==> src/rtl/asram_pkg.sv <==
package asram_pkg;

  typedef enum logic [2:0] {
    ST_IDLE,
    ST_WSET,
    ST_WPUL,
    ST_WHLD,
    ST_RACC,
    ST_RREL
  } asram_st_e;

  // nanoseconds to whole clock cycles, rounded up, never below one
  function automatic int ns2cyc(input int ns, input int clk_ns);
    int c;
    c = (ns + clk_ns - 1) / clk_ns;
    return (c < 1) ? 1 : c;
  endfunction

  function automatic int imax(input int a, input int b);
    return (a > b) ? a : b;
  endfunction

endpackage

==> src/rtl/asram_wait_cnt.sv <==
module asram_wait_cnt #(
  parameter int CNT_W = 4
) (
  input  logic             clk,
  input  logic             rst_n,
  input  logic             load,
  input  logic [CNT_W-1:0] load_val,
  output logic             done
);
  logic [CNT_W-1:0] cnt_q;

  always_ff @(posedge clk) begin
    if (!rst_n)             cnt_q <= '0;
    else if (load)          cnt_q <= load_val;
    else if (cnt_q != '0)   cnt_q <= cnt_q - 1'b1;
  end

  assign done = (cnt_q == '0);
endmodule

==> src/rtl/asram_req_lat.sv <==
module asram_req_lat #(
  parameter int AW = 15,
  parameter int DW = 8
) (
  input  logic          clk,
  input  logic          rst_n,
  input  logic          take,
  input  logic [AW-1:0] addr_in,
  input  logic [DW-1:0] data_in,
  output logic [AW-1:0] addr_q,
  output logic [DW-1:0] data_q
);
  always_ff @(posedge clk) begin
    if (!rst_n) begin
      addr_q <= '0;
      data_q <= '0;
    end else if (take) begin
      addr_q <= addr_in;
      data_q <= data_in;
    end
  end
endmodule

==> src/rtl/asram_seq.sv <==
module asram_seq
  import asram_pkg::*;
#(
  parameter int RD_CYC  = 11,
  parameter int WP_CYC  = 8,
  parameter int HLD_CYC = 2,
  parameter int HZ_CYC  = 4,
  parameter int CNT_W   = 4
) (
  input  logic             clk,
  input  logic             rst_n,
  input  logic             req_valid,
  input  logic             req_write,
  input  logic             cnt_done,
  output logic             accept,
  output logic             cnt_load,
  output logic [CNT_W-1:0] cnt_val,
  output logic             capture,
  output logic             ready,
  output logic             cs_n,
  output logic             we_n,
  output logic             oe_n,
  output logic             dq_oe
);
  localparam logic [CNT_W-1:0] RD_LD  = CNT_W'(RD_CYC - 1);
  localparam logic [CNT_W-1:0] WP_LD  = CNT_W'(WP_CYC - 1);
  localparam logic [CNT_W-1:0] HLD_LD = CNT_W'(HLD_CYC - 1);
  localparam logic [CNT_W-1:0] HZ_LD  = CNT_W'(HZ_CYC - 1);

  asram_st_e st_q, st_d;

  always_ff @(posedge clk) begin
    if (!rst_n) st_q <= ST_IDLE;
    else        st_q <= st_d;
  end

  always_comb begin
    st_d     = st_q;
    cnt_load = 1'b0;
    cnt_val  = '0;
    capture  = 1'b0;
    unique case (st_q)
      ST_IDLE: begin
        if (req_valid) begin
          if (req_write) begin
            st_d = ST_WSET;
          end else begin
            st_d     = ST_RACC;
            cnt_load = 1'b1;
            cnt_val  = RD_LD;
          end
        end
      end
      ST_WSET: begin
        st_d     = ST_WPUL;
        cnt_load = 1'b1;
        cnt_val  = WP_LD;
      end
      ST_WPUL: begin
        if (cnt_done) begin
          st_d     = ST_WHLD;
          cnt_load = 1'b1;
          cnt_val  = HLD_LD;
        end
      end
      ST_WHLD: begin
        if (cnt_done) st_d = ST_IDLE;
      end
      ST_RACC: begin
        if (cnt_done) begin
          capture  = 1'b1;
          st_d     = ST_RREL;
          cnt_load = 1'b1;
          cnt_val  = HZ_LD;
        end
      end
      ST_RREL: begin
        if (cnt_done) st_d = ST_IDLE;
      end
      default: st_d = ST_IDLE;
    endcase
  end

  assign ready  = (st_q == ST_IDLE);
  assign accept = ready && req_valid;
  assign cs_n   = !(st_q == ST_WSET || st_q == ST_WPUL ||
                    st_q == ST_WHLD || st_q == ST_RACC);
  assign we_n   = (st_q != ST_WPUL);
  assign oe_n   = (st_q != ST_RACC);
  assign dq_oe  = (st_q == ST_WSET || st_q == ST_WPUL || st_q == ST_WHLD);
endmodule

==> src/rtl/asram_rd_cap.sv <==
module asram_rd_cap #(
  parameter int DW = 8
) (
  input  logic          clk,
  input  logic          rst_n,
  input  logic          capture,
  input  logic [DW-1:0] dq_in,
  output logic          rsp_valid,
  output logic [DW-1:0] rsp_rdata
);
  always_ff @(posedge clk) begin
    if (!rst_n) begin
      rsp_valid <= 1'b0;
      rsp_rdata <= '0;
    end else begin
      rsp_valid <= capture;
      if (capture) rsp_rdata <= dq_in;
    end
  end
endmodule

==> src/rtl/asram_ctl.sv <==
module asram_ctl
  import asram_pkg::*;
#(
  parameter int CLK_NS     = 5,
  parameter int FAST_GRADE = 1,
  parameter int AW         = 15,
  parameter int DW         = 8
) (
  input  logic          clk,
  input  logic          rst_n,
  input  logic          req_valid,
  output logic          req_ready,
  input  logic          req_write,
  input  logic [AW-1:0] req_addr,
  input  logic [DW-1:0] req_wdata,
  output logic          rsp_valid,
  output logic [DW-1:0] rsp_rdata,
  output logic          sram_cs_n,
  output logic          sram_we_n,
  output logic          sram_oe_n,
  output logic [AW-1:0] sram_addr,
  output logic [DW-1:0] sram_dq_out,
  output logic          sram_dq_oe,
  input  logic [DW-1:0] sram_dq_in
);
  // memory limits in ns for the selected speed grade
  localparam int T_CYCLE = FAST_GRADE ? 55 : 70;
  localparam int T_ACC   = FAST_GRADE ? 55 : 70;
  localparam int T_OEACC = FAST_GRADE ? 25 : 35;
  localparam int T_PULSE = FAST_GRADE ? 40 : 50;
  localparam int T_DSET  = FAST_GRADE ? 25 : 30;
  localparam int T_CSEND = FAST_GRADE ? 45 : 60;
  localparam int T_RELZ  = FAST_GRADE ? 20 : 30;

  localparam int RD_CYC  = imax(imax(ns2cyc(T_CYCLE, CLK_NS), ns2cyc(T_ACC, CLK_NS)),
                                ns2cyc(T_OEACC, CLK_NS));
  // data and address are already valid one cycle before the strobe opens
  localparam int WP_CYC  = imax(imax(ns2cyc(T_PULSE, CLK_NS), ns2cyc(T_DSET, CLK_NS) - 1),
                                ns2cyc(T_CSEND, CLK_NS) - 1);
  localparam int HLD_CYC = imax(1, ns2cyc(T_CYCLE, CLK_NS) - 1 - WP_CYC);
  localparam int HZ_CYC  = ns2cyc(T_RELZ, CLK_NS);
  localparam int MAX_CYC = imax(imax(RD_CYC, WP_CYC), imax(HLD_CYC, HZ_CYC));
  localparam int CNT_W   = $clog2(MAX_CYC + 1);

  logic             accept, cnt_load, cnt_done, capture;
  logic [CNT_W-1:0] cnt_val;

  asram_req_lat #(.AW(AW), .DW(DW)) u_lat (
    .clk     (clk),
    .rst_n   (rst_n),
    .take    (accept),
    .addr_in (req_addr),
    .data_in (req_wdata),
    .addr_q  (sram_addr),
    .data_q  (sram_dq_out)
  );

  asram_wait_cnt #(.CNT_W(CNT_W)) u_cnt (
    .clk      (clk),
    .rst_n    (rst_n),
    .load     (cnt_load),
    .load_val (cnt_val),
    .done     (cnt_done)
  );

  asram_seq #(
    .RD_CYC  (RD_CYC),
    .WP_CYC  (WP_CYC),
    .HLD_CYC (HLD_CYC),
    .HZ_CYC  (HZ_CYC),
    .CNT_W   (CNT_W)
  ) u_seq (
    .clk       (clk),
    .rst_n     (rst_n),
    .req_valid (req_valid),
    .req_write (req_write),
    .cnt_done  (cnt_done),
    .accept    (accept),
    .cnt_load  (cnt_load),
    .cnt_val   (cnt_val),
    .capture   (capture),
    .ready     (req_ready),
    .cs_n      (sram_cs_n),
    .we_n      (sram_we_n),
    .oe_n      (sram_oe_n),
    .dq_oe     (sram_dq_oe)
  );

  asram_rd_cap #(.DW(DW)) u_cap (
    .clk       (clk),
    .rst_n     (rst_n),
    .capture   (capture),
    .dq_in     (sram_dq_in),
    .rsp_valid (rsp_valid),
    .rsp_rdata (rsp_rdata)
  );
endmodule

==> config.mk <==
export PLATFORM = sky130hd
export DESIGN_NAME = asram_ctl
export DESIGN_NICKNAME = d
export VERILOG_FILES = /design/src/rtl/asram_pkg.sv /design/src/rtl/asram_wait_cnt.sv /design/src/rtl/asram_req_lat.sv /design/src/rtl/asram_seq.sv /design/src/rtl/asram_rd_cap.sv /design/src/rtl/asram_ctl.sv
export SDC_FILE = /design/constraint.sdc
export NUM_CORES = 1
export LEC_CHECK = 0
export ABC_AREA = 1
export BUFFER_PORTS_ARGS = -buffer_cell sky130_fd_sc_hd__buf_2
export CAP_MARGIN = 20
export CELL_PAD_IN_SITES_DETAIL_PLACEMENT = 1
export CELL_PAD_IN_SITES_GLOBAL_PLACEMENT = 1
export CORE_UTILIZATION = 25
export CTS_CLUSTER_SIZE = 40
export DETAILED_ROUTE_END_ITERATION = 10
export PLACE_DENSITY = 0.72
export SYNTH_ARGS = -nofsm -noshare
export SYNTH_HDL_FRONTEND = slang
export SYNTH_SLANG_ARGS = --single-unit
==> constraint.sdc <==
create_clock -name clk -period 2.8 [get_ports clk]
set_input_delay 0.14 -clock clk [delete_from_list [all_inputs] [get_ports clk]]
set_output_delay 0.14 -clock clk [all_outputs]
set_load 0.1 [all_outputs]
[Word-level counts from Yosys, hierarchy flattened]
Index checks and enable logic that the tools add are counted.
Word-level totals
  flip-flop bits (word level): 39
  input port bits: 35
  logic and storage cells: 48
Operators by class
  add/sub/neg operators: 1
  equality and inequality tests: 11
  muxes and demuxes: 18
  reductions and logical operators: 12
Operators with widths (count)
  $mux 4: 4
  $pmux 4 s4: 1
  $mux 3: 5
  $pmux 3 s5: 1
  $eq 3x2->1 const B: 2
  $eq 3x3->1 const B: 2
  $ne 2x2->1 const B: 3
  $mux 1: 5
  $logic_not 4->1: 1
  $reduce_and 4->1: 1
  $reduce_bool 4->1: 1
  $reduce_or 2->1: 2
  $sub 4x1->4 const B: 1
  $eq 3x1->1 const B: 1
  $logic_not 3->1: 1
  $logic_or 1x1->1: 3
  $ne 3x2->1 const B: 1
  $ne 3x3->1 const B: 1
  $pmux 1 s3: 1
  $mux 2: 1
  $ne 2x1->1 const B: 1
  $reduce_bool 2->1: 1
  $logic_and 1x1->1: 1
  $logic_not 1->1: 1

[Logic depth before layout (Yosys ltp)]
Gate-level depths: netlist of run 1.
  word-level depth: 5
  depth in mapped cells: 8

[Hierarchy]
From an unflattened synthesis of run 1, not the netlist that was laid out.
Second synthesis, totals
  cells, all modules: 290
  area total of the unflattened synthesis: 1868.0 sq um
Modules (own cells, without submodules)
  asram_req_lat: times used 1, cells each 145, area an instance 958.4 sq um, sequential area each 460.4 sq um
  asram_rd_cap: times used 1, cells each 54, area an instance 375.4 sq um, sequential area each 180.2 sq um
  asram_seq: times used 1, cells each 51, area an instance 286.5 sq um, sequential area each 60.1 sq um
  asram_wait_cnt: times used 1, cells each 40, area an instance 247.7 sq um, sequential area each 80.1 sq um

[Worst setup path after synthesis of run 1]
No wires, ideal clock.
  path type: register -> output
  from: register u_seq.st_q[1]
  to: output sram_cs_n
  data arrival time: 2771 ps
  slack: -111 ps
  cell stages (with the launch flop): 4
  cell sequence: dfxtp_1 -> nor2_2 -> nor2_1 -> nor2_1
On the way
  cells in the longest elaborated chain, start to end: 5
  elaborated cells on any way between the ends: 8
  classes of those cells: eq/ne: 4; reduce/logical: 4
Ends and longest elaborated chain
  from (decl): line asram_seq.sv:30  | asram_st_e st_q, st_d;
  from (signal assigned): line asram_seq.sv:34  | else st_q <= st_d;
  $eq 3x1->1 / $eq 3x2->1 (equally long branches)
  $logic_or 1x1->1
  $logic_or 1x1->1 *
  named net sram_dq_oe: line asram_ctl.sv:23  | output logic sram_dq_oe,
  $logic_or 1x1->1 *: line asram_seq.sv:87  | st_q == ST_WHLD || st_q == ST_RACC);
  $logic_not 1->1 *: line asram_seq.sv:86  | assign cs_n = !(st_q == ST_WSET || st_q == ST_WPUL ||
  to (decl): line asram_ctl.sv:18  | output logic sram_cs_n,
The timed path passes the listed nets; every way through them passes the cells marked *.

[Final worst setup path of run 1]
  from: register u_seq.st_q[2]
  to: register u_lat.data_q[5]
On the way
  cells in the longest elaborated chain, start to end: 2
Ends and longest elaborated chain
  $logic_not 3->1: line asram_seq.sv:84  | assign ready = (st_q == ST_IDLE);
  $logic_and 1x1->1: line asram_seq.sv:85  | assign accept = ready && req_valid;
  to (signal assigned): line asram_req_lat.sv:19  | data_q <= data_in;
  to (decl): line asram_req_lat.sv:11  | output logic [DW-1:0] data_q
No other way between the ends.
A chain may end at the register's enable or synchronous reset.

==> out/metrics.cfg, run 1 <==
[logic_synthesis]
synthCells = 211
ys_seq_elements = 39
synth_top_area_share_pct = 49.0
yosysSeqAreaShare_pct = 49.0
synth_area_um2 = 1590
yosysWarningCount = 0
yosys-top-cells-area = dfxtp_1 49%, nand2_1 9.9%, a21oi_1 9.4%
yosysTopAreaCell = dfxtp_1
synthDistinctLibCells = 23
syn_area_per_cell_um2 = 7.55
mappedNetlistNets = 248

[floorplan]
num_io_pins = 72
core-area_um2 = 6030
num_rows = 28
floorplan.initialDensity_pct = 26.5
dieHeight_um = 81.9
die_w_um = 81.9
die_area_um2 = 6700

[clock_network]
clockBufferDepth = 2
cts_hold_buffers = 0
cts_tree = built
h-tree-depth = 2
clkLatencyLatePin_ps = 290
cts_setup_buffers = 0
numCtsBuffers = 5
cts_resized = 0
clk_pin_slew_ps = 80
cts-root-buf = clkbuf_8
cts_sinks = 39

[pwr]
netSwitchingPower_mw = 1.78
clkPwrFrac_pct = 15.8
ir_drop_mv = 1.07
combPwrFrac_pct = 58.9
p_seq_share_pct = 25.3
swShare_pct = 57.6
p_int_mw = 1.31
leakagePower_nw = 1.03
p_per_area_nw_per_um2 = 1450

[critical_path]
crit_chain = nor3_4 > buf_4 > nand2_1 > nand2_1 > a21oi_1
arrival_ps = 1960
cp_max_fo = 27
start_kind = register
critPathMaxStageDelay_ps = 510
cp_data_required_time_ps = 2950
worstSetupEndpointType = register
cp_slowest_cell = nand2_1
r2r_slack_ps = 990
cp_common_cell = nand2_1
crit_family = simple AND/OR/NAND/NOR gates
critPathKind = reg2reg
critPathBufInv = 1

[routing]
viasPerCell = 4.61
firstDrtPassIters = 4
drcViolationCount = 0
routed-wl-met3_um = 306
avgRoutedWirePerCell_um = 13.5
met2WireLength_um = 2280
top_layer = met4
ant_nets = 0
vias = 1642
wl_met1_um = 2160
drt_wl_total_um = 4820
drt-initial-drc-count = 92

[grt]
grt_remaining_overflow = 0
antenna_found_initial = 0
grt_pass1_wl_um = 7780
grt_pass1_vias = 1619
grt_use_total_pct = 15.5
grt_max_degree = 28

[timing]
rsz0062_at_grt = false
tns_ps = 0
period_share_pct = 64.8
worstMarginPinSlew_ps = 749
finalCriticalPeriod_ps = 1810
fmax_ghz = 0.552
final-setup-viol-count = 0
finClkSkew_ps = 4.33
slew_headroom_pct = 49.8
maxSlewViolCount = 0
hold_viol = 0
fin_ws_ps = 987

[cells_and_area]
drive_gt1_share_pct = 32.4
antenna_cells = 0
ff_latch_area_um2 = 781
nFillCells = 788
fin_nets = 317
syn_to_final_growth_pct = 33.3
multi_input_area_um2 = 717

[placed_design]
gp_congestion = 0.760
numPortBuffers = 71
dp_slack_ps = 991
dp_hpwl_um = 3520

[outcome]
status = finished clean

[flow_run]
drv_cap = 0

[min_path]
hp-class = in2reg

## worst reg2reg max path, stage by stage (launching register included)
cell and delay, ps:
dfxtp_1 380, nor3_4 190, buf_4 300, nand2_1 520, nand2_1 200, a21oi_1 80
## routing by layer
| metal | global-route usage (%) | vias up |
|---|---|---|
| met5 | 0 | - |
| met3 | 4.44 | 4 |
| met1 | 19.0 | 769 |
| li1 | - | 830 |
| met4 | 6.32 | 0 |
| met2 | 25.4 | 39 |
## through the flow
stage          hold WS [ps]  std cells  area, µm²  util, %  power (mW)
3_5_place_dp            377        348       2010     33.3        2.61
6_report               74.0        356       2120     35.3        3.09
3_3_place_gp            366        348       2010     33.3        2.59
5_1_grt                89.0        356       2120     35.3        3.28
2_1_floorplan           275        211       1600        -        2.32
4_1_cts                73.8        356       2120     35.3        3.11
## synthesized netlist by cell type, drive strengths merged
cell / n
a21oi: 30
buf: 5
clkbuf: 5
clkinv: 1
dfxtp: 39
ha: 2
inv: 13
nand2: 44
nand3: 27
nand3b: 1
nand4: 3
nor2: 26
nor3: 1
o21ai: 11
or2: 1
xor2: 2
## sequential cells by signal (all words and copies together), names as in the netlist
| register | flops |
|---|---|
| u_cap.rsp_valid | 1 |
| u_cnt.cnt_q | 4 |
| u_cap.rsp_rdata | 8 |
| u_lat.data_q | 8 |
| u_seq.st_q | 3 |
| u_lat.addr_q | 15 |
## layout make-up
cell class                      instances  share of cell area [%]
Clock inverter                          2                    1.65
Tap cell                               75                    4.42
Clock buffer                            6                    3.89
Timing Repair Buffer                   72                    17.1
Inverter                               14                    2.47
Sequential cell                        39                    36.7
Multi-Input combinational cell        148                    33.7
## power groups by stage
| stage | Clock, mW | Sequential, mW | Combinational, mW |
|---|---|---|---|
| floorplan | 0 | 1.43 | 0.888 |
| global placement | 0 | 0.792 | 1.80 |
| detailed placement | 0 | 0.795 | 1.82 |
| CTS | 0.498 | 0.783 | 1.83 |
| global route | 0.532 | 0.797 | 1.95 |
| finish | 0.488 | 0.781 | 1.82 |
## kinds of logic after synthesis
family	after synthesis	synth area share, %
compound gates	41	12.9
xor+xnor	2	1.10
fa+ha+maj	2	1.57
buf+inv	24	6.20
flops	39	49.0
simple gates	103	29.3
## cells in the final DEF, fill, tap and decap left out
cell,n
buf_2,71
nand2_1,42
dfxtp_1,39
a21oi_1,30
nand3_1,26
nor2_1,23
inv_1,10
o21ai_0,9
clkbuf_8,6
nand4_1,3
inv_2,3
nor2_2,2
nand2_2,2
xor2_1,2
o21ai_1,2
ha_1,2
nand3_2,1
nor3_4,1
clkinv_1,1
or2_2,1
nor2_4,1
nand3b_1,1
bufinv_16,1
clkinv_2,1
buf_4,1
## final timing paths
path                                     start                               to  depth (start not counted)
setup / recovery    u_seq.st_q[2]$_SDFFE_PN0P_     u_lat.data_q[5]$_SDFFE_PN0P_                          5
hold / removal                   sram_dq_in[5]  u_cap.rsp_rdata[5]$_SDFFE_PN0P_                          3
setup reg to reg    u_seq.st_q[2]$_SDFFE_PN0P_     u_lat.data_q[5]$_SDFFE_PN0P_                          5
hold reg to reg   u_lat.data_q[1]$_SDFFE_PN0P_     u_lat.data_q[1]$_SDFFE_PN0P_                          2
(Power assumes the default switching activity.)
==> inputs of run 2 (changes only) <==
==> constraint.sdc (replaced) <==
create_clock -name clk -period 1.81 [get_ports clk]
set_input_delay 0.0905 -clock clk [delete_from_list [all_inputs] [get_ports clk]]
set_output_delay 0.0905 -clock clk [all_outputs]
set_load 0.1 [all_outputs]
==> run 2 against run 1 <==
Effect of this change:
- clock skew about the same
- largest power group unchanged
- sequential cell count unchanged
- largest cell class unchanged
- critical path type is now reg2out
- first-iteration DRC count down 48%
- die area unchanged
- highest routed layer unchanged
- wire length down 1.2%
- worst setup slack worse by 900 ps
- register-to-register slack worse by 630 ps
==> out/metrics.cfg, run 2 (same netlist as run 1, synthesis figures left out) <==
[floorplan]
dieHeight_um = 81.9  ; unchanged
die_area_um2 = 6700  ; unchanged
num_io_pins = 72  ; unchanged
core-area_um2 = 6030  ; unchanged
num_rows = 28  ; unchanged
die_w_um = 81.9  ; unchanged
floorplan.initialDensity_pct = 26.5  ; unchanged

[cells_and_area]
largest_reg_flops = 15  ; unchanged
antenna_cells = 0  ; unchanged
final_cell_mix = 70 x buf_2, 42 x nand2_1, 39 x dfxtp_1
syn_to_final_growth_pct = 35.1
finalNonFillerCells = 361  ; +1.4%
final_common_cell = buf_2
fin_nets = 322  ; +1.6%
regMostFlops = u_lat.addr_q
reg.largest.list = u_lat.addr_q: 15 flops, u_cap.rsp_rdata: 8 flops, u_lat.data_q: 8 flops
drive_gt1_share_pct = 33.2  ; +0.83 points

[grt]
grt_use_total_pct = 15.5  ; -0.036 points
grt_max_degree = 27  ; -3.6%
grt_pass1_vias = 1665  ; +2.8%
grt_pass1_wl_um = 7740  ; -0.54%
grt_remaining_overflow = 0  ; unchanged
antenna_found_initial = 0  ; unchanged

[timing]
slew_headroom_pct = 66.7  ; +17 points
maxSlewViolCount = 0  ; unchanged
fmax_ghz = 0.580
tns_ps = 0  ; unchanged
final-setup-viol-count = 0  ; unchanged
worstMarginPinSlew_ps = 502  ; -246 ps
finClkSkew_ps = 3.83  ; -0.498 ps
finalCriticalPeriod_ps = 1720
hold_viol = 0  ; unchanged
rsz0062_at_grt = false
period_share_pct = 95.3

[min_path]
hp-class = in2reg
holdPathEnd = u_cap.rsp_rdata[6]$_SDFFE_PN0P_
hold_start = sram_dq_in[6]
hold_depth = 3  ; unchanged

[pwr]
swShare_pct = 58.4  ; +0.85 points
p_int_mw = 1.96  ; +50%
combPwrFrac_pct = 62.4  ; +3.5 points
p_per_area_nw_per_um2 = 2190  ; +51%
p_seq_share_pct = 25.5  ; +0.2 points
netSwitchingPower_mw = 2.76  ; +55%
leakagePower_nw = 1.05  ; +1.3%
clkPwrFrac_pct = 12.1  ; -3.7 points
ir_drop_mv = 1.14  ; +7.4%

[critical_path]
start_kind = register
critPathKind = reg2out
cp_data_required_time_ps = 1720  ; -1230 ps
cp_max_fo = 6  ; -78%
rr_startpoint = u_seq.st_q[1]$_SDFFE_PN0P_
r2r.worst_path.cells = 6  ; +1
r2r_slack_ps = 360  ; -630 ps
cp_slowest_cell = dfxtp_1
crit_path_start = u_seq.st_q[1]$_SDFFE_PN0P_
arrival_ps = 1630  ; -330 ps
crit_chain = nor2_2 > nand2_2 > inv_1 > nor2_4 > buf_2
critPathMaxStageDelay_ps = 490  ; -20 ps
worstSetupEndpointType = output pin
r2r-end = u_cap.rsp_rdata[1]$_SDFFE_PN0P_

[routing]
viasPerCell = 4.52  ; -1.9%
drcViolationCount = 0  ; unchanged
avgRoutedWirePerCell_um = 13.2  ; -2.6%
firstDrtPassIters = 4  ; unchanged
ant_nets = 0  ; unchanged
drt-initial-drc-count = 48  ; -48%
vias = 1633  ; -0.55%
drt_wl_total_um = 4760  ; -1.2%

[placed_design]
numPortBuffers = 71  ; unchanged
gp_congestion = 0.804  ; +5.7%
dp_cells = 353  ; +1.4%
dp_hpwl_um = 3500  ; -0.52%

[clock_network]
cts-root-buf = clkbuf_8
clockBufferDepth = 2  ; unchanged
h-tree-depth = 2  ; unchanged
cts_sinks = 39  ; unchanged
cts_setup_buffers = 0  ; unchanged
numCtsBuffers = 5  ; unchanged
cts_hold_buffers = 0  ; unchanged
cts_resized = 0  ; unchanged
clk_pin_slew_ps = 80  ; about the same
clkLatencyLatePin_ps = 290  ; about the same
cts_tree = built

[outcome]
status = finished clean

[flow_run]
drv_cap = 0  ; unchanged

run 2: cell count changes in the layout (fill, tap and decap cells not counted), sizes merged:
| cell | change |
|---|---|
| buf | +5 |
| bufinv | -1 |
| clkbuf | +1 |
run 2: worst max path at each step:
stage | to | slack (ps)
after global routing | sram_cs_n | 20
final | sram_cs_n | 90
after CTS | sram_cs_n | 60
after global placement | u_cnt.cnt_q[1]$_SDFFE_PN0P_ | 410
after detailed placement | u_cap.rsp_rdata[4]$_SDFFE_PN0P_ | 380
after floorplan | sram_cs_n | 70
run 2: routing by layer:
layer  GRT usage [%]  part of all wire (%)
met2            26.0                    51
met1            18.9                    44
met3            3.11                   3.8
met4            6.84                   1.0
met5               0                     0
run 2: area by class of cell:
type,count,area (µm²)
tap,75,93.8
timing repair buffer,77,415
fill,788,3870
clock inverter,1,5.00
sequential,39,781
multi-input combinational,148,729
clock buffer,7,76.3
inverter,14,52.6
run 2: metrics by stage:
step                      hold WS (ps)  util, %  setup slack (ps)  power, mW  area (µm²)
after floorplan                    225        -              67.1       3.62        1610
after global placement             316     34.4               408       4.17        2070
after detailed placement           329     34.4               379       4.20        2070
after CTS                         16.6     35.7              64.8       4.80        2150
after global routing              31.7     35.7              22.2       5.03        2150
final                             29.1     35.7              85.9       4.73        2150
run 2: worst max-delay path, delay by kind of cell, from the launching register on:
family,cells,cell delay (ps)
buffers and inverters,2,510
flip-flops,1,490
AND/OR/NAND/NOR,3,350
run 2: power by group through the flow:
stage / Clock [mW] / Combinational, mW / Sequential [mW]
6_report: 0.571 / 2.95 / 1.20
5_1_grt: 0.645 / 3.16 / 1.23
4_1_cts: 0.610 / 2.98 / 1.21
3_5_place_dp: 0 / 2.98 / 1.22
3_3_place_gp: 0 / 2.95 / 1.22
2_1_floorplan: 0 / 1.41 / 2.21
